$ cat src/rtl/gp_pkg.sv
package gp_pkg;

    typedef enum logic [2:0] {
        ST_IDLE,
        ST_OPEN,
        ST_PARTNER,
        ST_RETURN,
        ST_CLOSE,
        ST_FINISH
    } gp_state_e;

    // Width able to hold n*n+n reads for n = 2**aw words.
    function automatic int gp_count_width(input int aw);
        longint n;
        n = longint'(1) << aw;
        return $clog2(n * n + n + 1);
    endfunction

endpackage

$ cat src/rtl/gp_pace.sv
module gp_pace #(
    parameter int READ_CYC = 2
) (
    input  logic clk,
    input  logic rst,
    input  logic active,
    output logic sample
);

    generate
        if (READ_CYC <= 1) begin : g_single
            // One-cycle reads: every active cycle is a sample cycle.
            assign sample = active;
        end else begin : g_multi
            localparam int TW = $clog2(READ_CYC);
            localparam logic [TW-1:0] LAST_TICK = TW'(READ_CYC - 1);

            logic [TW-1:0] tick;

            always_ff @(posedge clk) begin
                if (rst || !active) begin
                    tick <= '0;
                end else if (tick == LAST_TICK) begin
                    tick <= '0;
                end else begin
                    tick <= tick + 1'b1;
                end
            end

            assign sample = active && (tick == LAST_TICK);
        end
    endgenerate

endmodule

$ cat src/rtl/gp_seq.sv
module gp_seq
    import gp_pkg::*;
#(
    parameter int ADDR_W = 9
) (
    input  logic              clk,
    input  logic              rst,
    input  logic              start,
    input  logic              adv,
    input  logic              halt,
    output logic [ADDR_W-1:0] addr,
    output logic              ce_n,
    output logic              active,
    output logic              busy,
    output logic              done,
    output logic              launch
);

    localparam logic [ADDR_W-1:0] TOP = {ADDR_W{1'b1}};

    gp_state_e         state, state_nxt;
    logic [ADDR_W-1:0] base, base_nxt;
    logic [ADDR_W-1:0] partner, partner_nxt;

    // Next-state and counter update.
    always_comb begin
        state_nxt   = state;
        base_nxt    = base;
        partner_nxt = partner;
        unique case (state)
            ST_IDLE: begin
                if (start) begin
                    state_nxt   = ST_OPEN;
                    base_nxt    = '0;
                    partner_nxt = '0;
                end
            end
            ST_OPEN: begin
                if (adv) begin
                    if (halt) begin
                        state_nxt = ST_FINISH;
                    end else if (base == TOP) begin
                        state_nxt = ST_CLOSE;
                    end else begin
                        partner_nxt = base + 1'b1;
                        state_nxt   = ST_PARTNER;
                    end
                end
            end
            ST_PARTNER: begin
                if (adv) begin
                    state_nxt = halt ? ST_FINISH : ST_RETURN;
                end
            end
            ST_RETURN: begin
                if (adv) begin
                    if (halt) begin
                        state_nxt = ST_FINISH;
                    end else if (partner == TOP) begin
                        state_nxt = ST_CLOSE;
                    end else begin
                        partner_nxt = partner + 1'b1;
                        state_nxt   = ST_PARTNER;
                    end
                end
            end
            ST_CLOSE: begin
                if (adv) begin
                    if (halt || base == TOP) begin
                        state_nxt = ST_FINISH;
                    end else begin
                        base_nxt  = base + 1'b1;
                        state_nxt = ST_OPEN;
                    end
                end
            end
            ST_FINISH: begin
                state_nxt = ST_IDLE;
            end
            default: begin
                state_nxt = ST_IDLE;
            end
        endcase
    end

    // State register.
    always_ff @(posedge clk) begin
        if (rst) begin
            state   <= ST_IDLE;
            base    <= '0;
            partner <= '0;
        end else begin
            state   <= state_nxt;
            base    <= base_nxt;
            partner <= partner_nxt;
        end
    end

    // Outputs.
    always_comb begin
        addr   = base;
        active = 1'b0;
        busy   = 1'b1;
        done   = 1'b0;
        unique case (state)
            ST_IDLE:    busy = 1'b0;
            ST_OPEN:    active = 1'b1;
            ST_PARTNER: begin
                active = 1'b1;
                addr   = partner;
            end
            ST_RETURN:  active = 1'b1;
            ST_CLOSE:   active = 1'b1;
            ST_FINISH:  done = 1'b1;
            default:    busy = 1'b0;
        endcase
        ce_n   = ~active;
        launch = start && (state == ST_IDLE);
    end

    // a partner read always targets a word above the base.
    a_r2_partner_above: assert property (@(posedge clk) disable iff (rst)
        (state == ST_PARTNER) |-> (partner > base));

    // the next partner after a base return is the following word.
    a_r2_partner_step: assert property (@(posedge clk) disable iff (rst)
        ($past(state) == ST_RETURN && state == ST_PARTNER) |->
            (partner == $past(partner) + 1'b1));

endmodule

$ cat src/rtl/gp_judge.sv
module gp_judge #(
    parameter int ADDR_W  = 9,
    parameter int DATA_W  = 4,
    parameter int COUNT_W = 19
) (
    input  logic               clk,
    input  logic               rst,
    input  logic               clear,
    input  logic               sample,
    input  logic               stop_on_err,
    input  logic [ADDR_W-1:0]  addr,
    input  logic [DATA_W-1:0]  exp_word,
    input  logic [DATA_W-1:0]  got_word,
    output logic               halt,
    output logic               pass_ok,
    output logic [ADDR_W-1:0]  fail_addr,
    output logic [DATA_W-1:0]  fail_exp,
    output logic [DATA_W-1:0]  fail_got,
    output logic [COUNT_W-1:0] read_count
);

    logic [DATA_W-1:0] bit_diff;
    logic              mismatch;
    logic              err_seen;

    // Per-bit comparison of the returned word.
    generate
        for (genvar i = 0; i < DATA_W; i++) begin : g_bit
            assign bit_diff[i] = exp_word[i] ^ got_word[i];
        end
    endgenerate

    assign mismatch = sample && (|bit_diff);
    assign halt     = mismatch && stop_on_err;
    assign pass_ok  = ~err_seen;

    always_ff @(posedge clk) begin
        if (rst || clear) begin
            read_count <= '0;
            err_seen   <= 1'b0;
            fail_addr  <= '0;
            fail_exp   <= '0;
            fail_got   <= '0;
        end else if (sample) begin
            read_count <= read_count + 1'b1;
            if (mismatch && !err_seen) begin
                err_seen  <= 1'b1;
                fail_addr <= addr;
                fail_exp  <= exp_word;
                fail_got  <= got_word;
            end
        end
    end

    // once a failure is recorded it holds until the next pass clears it.
    a_r7_first_hold: assert property (@(posedge clk) disable iff (rst)
        (err_seen && !clear) |=>
            ($stable(fail_addr) && $stable(fail_exp) && $stable(fail_got)));

endmodule

$ cat src/rtl/gp_tester.sv
module gp_tester
    import gp_pkg::*;
#(
    parameter int ADDR_W   = 9,
    parameter int DATA_W   = 4,
    parameter int READ_CYC = 2,
    parameter int COUNT_W  = gp_count_width(ADDR_W)
) (
    input  logic               clk,
    input  logic               rst,
    input  logic               start,
    input  logic               stop_on_err,
    output logic [ADDR_W-1:0]  mem_addr,
    output logic               mem_ce_n,
    input  logic [DATA_W-1:0]  mem_data,
    input  logic [DATA_W-1:0]  exp_data,
    output logic               busy,
    output logic               done,
    output logic               pass_ok,
    output logic [ADDR_W-1:0]  fail_addr,
    output logic [DATA_W-1:0]  fail_exp,
    output logic [DATA_W-1:0]  fail_got,
    output logic [COUNT_W-1:0] read_count
);

    localparam longint WORDS = longint'(1) << ADDR_W;
    localparam longint TOTAL = WORDS * WORDS + WORDS;

    logic active;
    logic sample;
    logic halt;
    logic launch;

    gp_pace #(
        .READ_CYC (READ_CYC)
    ) u_pace (
        .clk    (clk),
        .rst    (rst),
        .active (active),
        .sample (sample)
    );

    gp_seq #(
        .ADDR_W (ADDR_W)
    ) u_seq (
        .clk    (clk),
        .rst    (rst),
        .start  (start),
        .adv    (sample),
        .halt   (halt),
        .addr   (mem_addr),
        .ce_n   (mem_ce_n),
        .active (active),
        .busy   (busy),
        .done   (done),
        .launch (launch)
    );

    gp_judge #(
        .ADDR_W  (ADDR_W),
        .DATA_W  (DATA_W),
        .COUNT_W (COUNT_W)
    ) u_judge (
        .clk         (clk),
        .rst         (rst),
        .clear       (launch),
        .sample      (sample),
        .stop_on_err (stop_on_err),
        .addr        (mem_addr),
        .exp_word    (exp_data),
        .got_word    (mem_data),
        .halt        (halt),
        .pass_ok     (pass_ok),
        .fail_addr   (fail_addr),
        .fail_exp    (fail_exp),
        .fail_got    (fail_got),
        .read_count  (read_count)
    );

    // an error-free pass always ends on the full read count.
    a_r4_full_count: assert property (@(posedge clk) disable iff (rst)
        (done && pass_ok) |-> (read_count == COUNT_W'(TOTAL)));

    // the address does not move inside a read.
    a_r3_addr_hold: assert property (@(posedge clk) disable iff (rst)
        (!mem_ce_n && !sample) |=> $stable(mem_addr));

    // chip enable is inactive outside a pass.
    a_r10_ce_idle: assert property (@(posedge clk) disable iff (rst)
        (!busy || done) |-> mem_ce_n);

    // done lasts a single cycle.
    a_r5_done_pulse: assert property (@(posedge clk) disable iff (rst)
        done |=> !done);

endmodule

$ cat config.mk
export PLATFORM = sky130hd
export DESIGN_NAME = gp_tester
export DESIGN_NICKNAME = d
export VERILOG_FILES = /design/src/rtl/gp_pkg.sv /design/src/rtl/gp_pace.sv /design/src/rtl/gp_seq.sv /design/src/rtl/gp_judge.sv /design/src/rtl/gp_tester.sv
export SDC_FILE = /design/constraint.sdc
export NUM_CORES = 1
export LEC_CHECK = 0
export ABC_AREA = 1
export ABC_CLOCK_PERIOD_IN_PS = 3910
export BUFFER_PORTS_ARGS = -buffer_cell sky130_fd_sc_hd__buf_4
export CORE_MARGIN = 2
export CORE_UTILIZATION = 35
export DETAILED_ROUTE_END_ITERATION = 10
export HOLD_SLACK_MARGIN = 0.06
export PLACE_DENSITY = 0.56
export SYNTH_ARGS = -nofsm -noshare
export SYNTH_HDL_FRONTEND = slang
export SYNTH_HIERARCHICAL = 1
export SYNTH_SLANG_ARGS = --single-unit
$ cat constraint.sdc
create_clock -name clk -period 3.91 [get_ports clk]
set_input_delay 0.391 -clock clk [delete_from_list [all_inputs] [get_ports clk]]
set_output_delay 0.391 -clock clk [all_outputs]
set_load 0.05 [all_outputs]
==> results of run 1 <==
==> path summary, 6_finish.rpt <==
kind	start	endpoint	depth (start not counted)
hold reg to reg	u_judge/read_count[8]	u_judge/read_count[8]	2
setup reg to reg	u_seq/state[0]	u_seq/partner[6]	17
hold / removal	mem_data[3]	u_judge/fail_got[3]	5
setup / recovery	u_seq/state[0]	u_seq/partner[6]	17
==> final cells by class <==
class	instances	area [sq um]
fill	1041	5540
timing repair buffer	62	465
inverter	95	362
multi-input combinational	379	1870
clock inverter	7	68.8
tap	133	166
sequential	59	1180
clock buffer	9	124
==> per-stage QoR <==
step	hold WS (ns)	std cells	total power, mW
3_3_place_gp	0.465	728	0.865
2_1_floorplan	0.456	549	0.811
4_1_cts	0.370	744	1.43
6_report	0.386	744	1.40
5_1_grt	0.399	744	1.48
3_5_place_dp	0.470	728	0.865
==> placed cells by master, fill, tap and decap left out, types with 2 or more instances in the layout <==
cell type | synthesis | routed
a21oi_1 | 32 | 32
a22oi_1 | 2 | 2
a31oi_1 | 2 | 2
buf_4 | 1 | 62
clkbuf_8 | 0 | 9
clkinv_2 | 0 | 3
clkinvlp_4 | 0 | 2
dfxtp_1 | 59 | 59
ha_1 | 5 | 5
inv_1 | 85 | 85
inv_2 | 9 | 9
nand2_1 | 157 | 157
nand2_2 | 6 | 6
nand2_4 | 5 | 5
nand3_1 | 32 | 32
nand3_4 | 2 | 2
nand4_1 | 21 | 21
nor2_1 | 63 | 62
nor2_2 | 10 | 11
nor2_4 | 3 | 3
nor2_8 | 2 | 2
nor3_1 | 3 | 3
o21ai_0 | 15 | 15
o21ai_2 | 6 | 6
o21bai_1 | 5 | 5
==> layer usage <==
| layer | up-vias | routed length [microns] |
|---|---|---|
| met2 | 72 | 4140 |
| met4 | 0 | 182 |
| met3 | 14 | 405 |
| met1 | 1559 | 4260 |
| met5 | - | 0 |
| li1 | 1832 | - |
==> worst reg2reg max path: cells and delay by family, from the launching register on <==
family / cells / cell delay (ns)
compound gates: 1 / 0.12
buf+inv: 4 / 0.33
flops: 1 / 0.52
simple gates: 12 / 1.65
==> where the power goes <==
group          internal, mW  total [mW]  switching (mW)
sequential            0.614       0.628          0.0146
combinational        0.0662       0.224           0.157
clock                 0.291       0.550           0.259
total                 0.971        1.40           0.431
==> state kept, by name (all words and copies together), names as in the netlist <==
signal	cells
u_judge/read_count	19
u_seq/state	3
u_judge/fail_got	4
u_judge/err_seen	1
u_judge/fail_addr	9
u_pace/g_multi.tick	1
u_judge/fail_exp	4
u_seq/partner	9
u_seq/base	9
==> cell families (layout without fill, tap and decap cells) <==
| kind of cell | count (synthesis) | in the layout | synth area share (%) |
|---|---|---|---|
| adders and majority gates | 5 | 5 | 1.78 |
| and+or+nand+nor | 309 | 309 | 40.7 |
| buffers and inverters | 111 | 173 | 13.3 |
| DFF | 59 | 59 | 33.6 |
| AOI/OAI and AO/OA | 64 | 64 | 10.4 |
| xor gates and xnor gates | 1 | 1 | 0.249 |
==> summary.md, run 1 <==
| Metric | Value |
|---|---|
| Outcome | finished, final reports clean |
| Clock Root Buffer | clkbuf_8 |
| Wirelength, routed | 8.99 mm |
| HPWL Detailed | 6.67 mm |
| Syn Std Cell Area | 0.00352 sq mm |
| Clock-pin slew on the worst setup and hold paths | 0.07 ns |
| Die height | 104 microns |
| Top Usage Layer GRT | met2 |
| Period minus WS final | 2.68 ns |
| TritonCTS Buffers | 9 |
| Starting Density | 36.0% |
| Setup TNS | 0 ns |
| Placed Area | 0.00405 sq mm |
| Vias | 3,477 |
| Avg Inst Size Synth | 6.41 sq um |
| PnR worst setup slack | 1.23 ns |
| Synth Register Bits | 59 |
| Startpoint types | register |
| Pre-CTS WS | 1.28 ns |
| Peak supply drop | 161 uV |
| First-pass GRT wire length | 15.2 mm |
| DR WL/cell | 12.1 microns |
| Max cap viols | 0 |
| Area Growth Syn to Fin | 20.4% |
| Power Dens Cells | 331 mW/mm^2 |
| Slew @ Worst Pin | 0.684 ns |
| Sequential area share after synthesis | 33.6% |
| Most numerous cell in the Yosys netlist | nand2_1 |
| Largest net degree at the start of global routing | 29 |
| Maximum fanout along the worst path | 9 |
| Final nets | 623 |
| Final core utilization | 43.4% |
| Worst path top cell family by delay | simple AND/OR/NAND/NOR gates |
| Worst skew pair latency | 0.34 ns |
| Unrepaired setup endpoints after global routing | no |
| Setup-failing EPs final | 0 |
| Met3 usage | 3.88% |
| Post-synth top area share | 33.6% |
| Post-Synthesis Cells | 549 |
| CP bufs+invs | 4 |
| Vias/cell | 4.67 |
| Total GRT Usage | 17.1% |
| DRC viols | 0 |
| Sink Count | 59 |
| Max_slew headroom | 54.4% |
| Final GP Congestion | 0.868 |
| FF-to-FF setup slack | 1.23 ns |
| Top post-synthesis cells by area | dfxtp_1 34%, nand2_1 17%, inv_1 9.1% |
| Antenna violations before repair | 0 |
| Fin crit share | 68.6% |
| Post-CTS setup buffer count | 0 |
| Core Footprint | 0.00977 sq mm |
| Final Slew Violations | 0 |
| Proportion of layout cells with a drive suffix above 1 | 20.3% |
| Hold_buf cts | 0 |
| Count of cell types in the netlist | 34 |
| Routed Antenna Nets | 0 |
| PortBufs | 60 |
| Main flop type after synthesis | dfxtp_1 |
| Diodes inserted | 0 |
| Rows | 36 |
| YS warnings | 6 |
| Critical Path RT | 4.18 ns |
| Overflow after GRT | 0 |
| Fin area | 0.00424 sq mm |
| CP max-delay cell | dfxtp_1 |
| Clock skew | 0.00808 ns |
| Vias in the first global route | 3,189 |
| Die Footprint | 0.0109 sq mm |
| Drt pass-1 iters | 4 |
| Post-Synthesis Net Count | 566 |
| Leakage | 1.91 nW |
| Grt met1 use | 21.7% |
| Crit-path cells | nor2_2 > inv_1 > nor2_1 > inv_2 > nand2_1 > nor2_1 > inv_1 > nand2_1 > inv_1 > and3_1 > nor2_2 > nand2_1 > nand2_2 > nand3_4 > nor2_2 > nand2_1 > a21oi_1 |
| Largest stage delay on the critical path | 0.52 ns |
| Starting DRT DRC Count | 164 |
| Chip width | 104 microns |
| Met2 GRT Util | 27.7% |
| Final number of hold-violating endpoints | 0 |
| IO Pins | 61 |
| CP arrival | 2.96 ns |
| Max frequency | 0.373 GHz |
| Most used cell along the critical path | nand2_1 |
| Synth area leader | dfxtp_1 |
| Hold Path Class | input pin to register |
| Post-synth EDFFs | 0 |
| Clock tree buffer depth | 2 |
| Max H-tree Level | 3 |
| Top cells by count, synth | 157 x nand2_1, 85 x inv_1, 63 x nor2_1 |
| Post-synth ARST share | 0% |
| Post_cts resized | 0 |
| Crit path kind | register to register |
| CTS tree | yes |
| Worst setup EP type | register |
Power figures use the tool's default switching activity.
==> run 2, diff against run 1 <==
--- a/config.mk
+++ b/config.mk
@@ -6,13 +6,13 @@
 export NUM_CORES = 1
 export LEC_CHECK = 0
 export ABC_AREA = 1
-export ABC_CLOCK_PERIOD_IN_PS = 3910
+export ABC_CLOCK_PERIOD_IN_PS = 2300
 export BUFFER_PORTS_ARGS = -buffer_cell sky130_fd_sc_hd__buf_4
 export CORE_MARGIN = 2
 export CORE_UTILIZATION = 35
 export DETAILED_ROUTE_END_ITERATION = 10
 export HOLD_SLACK_MARGIN = 0.06
-export PLACE_DENSITY = 0.56
+export PLACE_DENSITY = 0.58
 export SYNTH_ARGS = -nofsm -noshare
 export SYNTH_HDL_FRONTEND = slang
 export SYNTH_HIERARCHICAL = 1
==> constraint.sdc (replaced) <==
create_clock -name clk -period 2.3 [get_ports clk]
set_input_delay 0.23 -clock clk [delete_from_list [all_inputs] [get_ports clk]]
set_output_delay 0.23 -clock clk [all_outputs]
set_load 0.05 [all_outputs]
==> run 2 against run 1 <==
Compared with the run above:
- global-route usage down 0.35 points
- cell area up 4.7%
- maximum frequency up 27%
- largest power group unchanged
==> summary.md, run 2 (synthesis gave the netlist of run 1 again) <==
| Metric | Value |
|---|---|
| Outcome | finished, final reports clean |
| Non-filler cells, final | 755 (+1.5%) |
| Area Growth Syn to Fin | 26.1% |
| FF-to-FF setup slack | 0.19 ns (-1.04 ns) |
| Drt pass-1 iters | 5 (+1) |
| HPWL Detailed | 6.84 mm (+2.5%) |
| Max reg flops | 19 (unchanged) |
| CTS tree | yes |
| Hold Path Class | input pin to register |
| Hold_buf cts | 0 (unchanged) |
| Final number of hold-violating endpoints | 0 (unchanged) |
| Final nets | 634 (+1.8%) |
| Sink Count | 59 (unchanged) |
| Clock-pin slew on the worst setup and hold paths | 0.07 ns (about the same) |
| IO Pins | 61 (unchanged) |
| Setup TNS | 0 ns (unchanged) |
| Worst setup EP type | register |
| Total GRT Usage | 16.7% (-0.35 points) |
| Die Footprint | 0.0109 sq mm (unchanged) |
| Leakage | 1.99 nW (+4.2%) |
| Period minus WS final | 2.11 ns (-0.573 ns) |
| Unrepaired setup endpoints after global routing | no |
| Placed Area | 0.00420 sq mm (+3.9%) |
| Die height | 104 microns (unchanged) |
| TritonCTS Buffers | 9 (unchanged) |
| Biggest register | u_judge/read_count |
| Routed Antenna Nets | 0 (unchanged) |
| Vias/cell | 4.61 (-1.4%) |
| PortBufs | 60 (unchanged) |
| Max_slew headroom | 70.8% (+16 points) |
| Rows | 36 (unchanged) |
| Proportion of layout cells with a drive suffix above 1 | 23.8% (+3.5 points) |
| Vias in the first global route | 3,237 (+1.5%) |
| Cell count after placement | 739 (+1.5%) |
| Max cap viols | 0 (unchanged) |
| Max frequency | 0.474 GHz (+27%) |
| DRC viols | 0 (unchanged) |
| Diodes inserted | 0 (unchanged) |
| Wirelength, routed | 8.90 mm (-1.0%) |
| Largest stage delay on the critical path | 0.37 ns (-0.15 ns) |
| Core Footprint | 0.00977 sq mm (unchanged) |
| Pre-CTS WS | 0.100 ns (-1.18 ns) |
| Antenna violations before repair | 0 (unchanged) |
| Starting Density | 36.0% (unchanged) |
| CP max-delay cell | dfxtp_4 |
| Final GP Congestion | 0.858 (-1.2%) |
| # fillers | 1,008 (-3.2%) |
| Post-CTS setup buffer count | 0 (unchanged) |
| Clock tree buffer depth | 2 (unchanged) |
| Setup-failing EPs final | 0 (unchanged) |
| Power Dens Cells | 576 mW/mm^2 (+74%) |
| Chip width | 104 microns (unchanged) |
| Crit path kind | register to register |
| DR WL/cell | 11.8 microns (-2.5%) |
| First-pass GRT wire length | 15.1 mm (-0.45%) |
| Starting DRT DRC Count | 117 (-29%) |
| Max H-tree Level | 3 (unchanged) |
| Overflow after GRT | 0 (unchanged) |
| Critical Path RT | 2.57 ns (-1.61 ns) |
| Final Slew Violations | 0 (unchanged) |
| Final core utilization | 45.4% (+2.0 points) |
| Worst skew pair latency | 0.34 ns (about the same) |
| Peak supply drop | 327 uV (+100%) |
| Crit-path cells | inv_2 > nand2_4 > nor2_4 > inv_2 > nand2_4 > nor2_4 > inv_2 > nand2_1 > inv_2 > and3_4 > nor2_4 > nand2_4 > nand2_2 > nand3_4 > nor2_4 > nand2_1 > a21oi_1 |
| Maximum fanout along the worst path | 9 (unchanged) |
| Footprint of the multi-input gates | 0.00193 sq mm (+3.2%) |
| Fin crit share | 91.8% (+23 points) |
| Startpoint types | register |
| Vias | 3,480 (+0.086%) |
| Slew @ Worst Pin | 0.437 ns (-0.247 ns) |
| Fin area | 0.00444 sq mm (+4.7%) |
| CP arrival | 2.38 ns (-0.58 ns) |
| Commonest non-fill, non-tap cell in the layout | nand2_1 |
| PnR worst setup slack | 0.189 ns (-1.04 ns) |
| Clock skew | 0.0114 ns (+0.00336 ns) |
| Clock Root Buffer | clkbuf_8 |
| Register Area | 0.00119 sq mm (+0.74%) |
| Most frequent cells in the layout | 155 x nand2_1, 82 x inv_1, 72 x buf_4 |
| Largest net degree at the start of global routing | 24 (-17%) |
[run 2: worst paths after layout]
kind,startpoint,endpoint,cells past startpoint
hold reg to reg,u_judge/read_count[8],u_judge/read_count[8],2
setup reg to reg,u_seq/state[2],u_seq/partner[3],17
setup / recovery,u_seq/state[2],u_seq/partner[3],17
hold / removal,start,u_seq/state[1],4
[run 2: final cells by class]
class,instances,share of cell area (%)
multi-input combinational,379,43.5
sequential,59,26.8
timing repair buffer,73,12.6
inverter,95,8.21
tap,133,3.75
clock buffer,9,2.79
clock inverter,7,2.26
[run 2: stage by stage]
stage | total power [mW] | hold WS [ns]
after floorplan | 1.40 | 0.297
after global placement | 1.51 | 0.461
after detailed placement | 1.51 | 0.462
after CTS | 2.60 | 0.206
after global routing | 2.68 | 0.230
final | 2.56 | 0.224
[run 2: routing by layer]
metal | vias up | part of all wire (%) | track usage, %
li1 | 1850 | - | -
met1 | 1536 | 46 | 21.4
met2 | 90 | 49 | 28.2
met3 | 4 | 4.7 | 3.95
met4 | 0 | 0.28 | 4.44
met5 | - | 0 | 0
[run 2: where the power goes]
part	internal, mW	switching, mW
registers	1.04	0.0263
logic	0.136	0.279
clock network	0.617	0.456
total	1.80	0.760
[run 2: critical path: cells and delay by family (launching register included)]
family | cells | cell delay [ns]
AO/OA/AOI/OAI | 1 | 0.13
buffers and inverters | 4 | 0.28
AND/OR/NAND/NOR | 12 | 1.23
flip-flops | 1 | 0.37
[run 2: timing repair]
item | in CTS | in global routing
hold endpoints to repair | 0 | 0
resized for setup | 0 | 4
endpoints found under the setup margin | 0 | 9
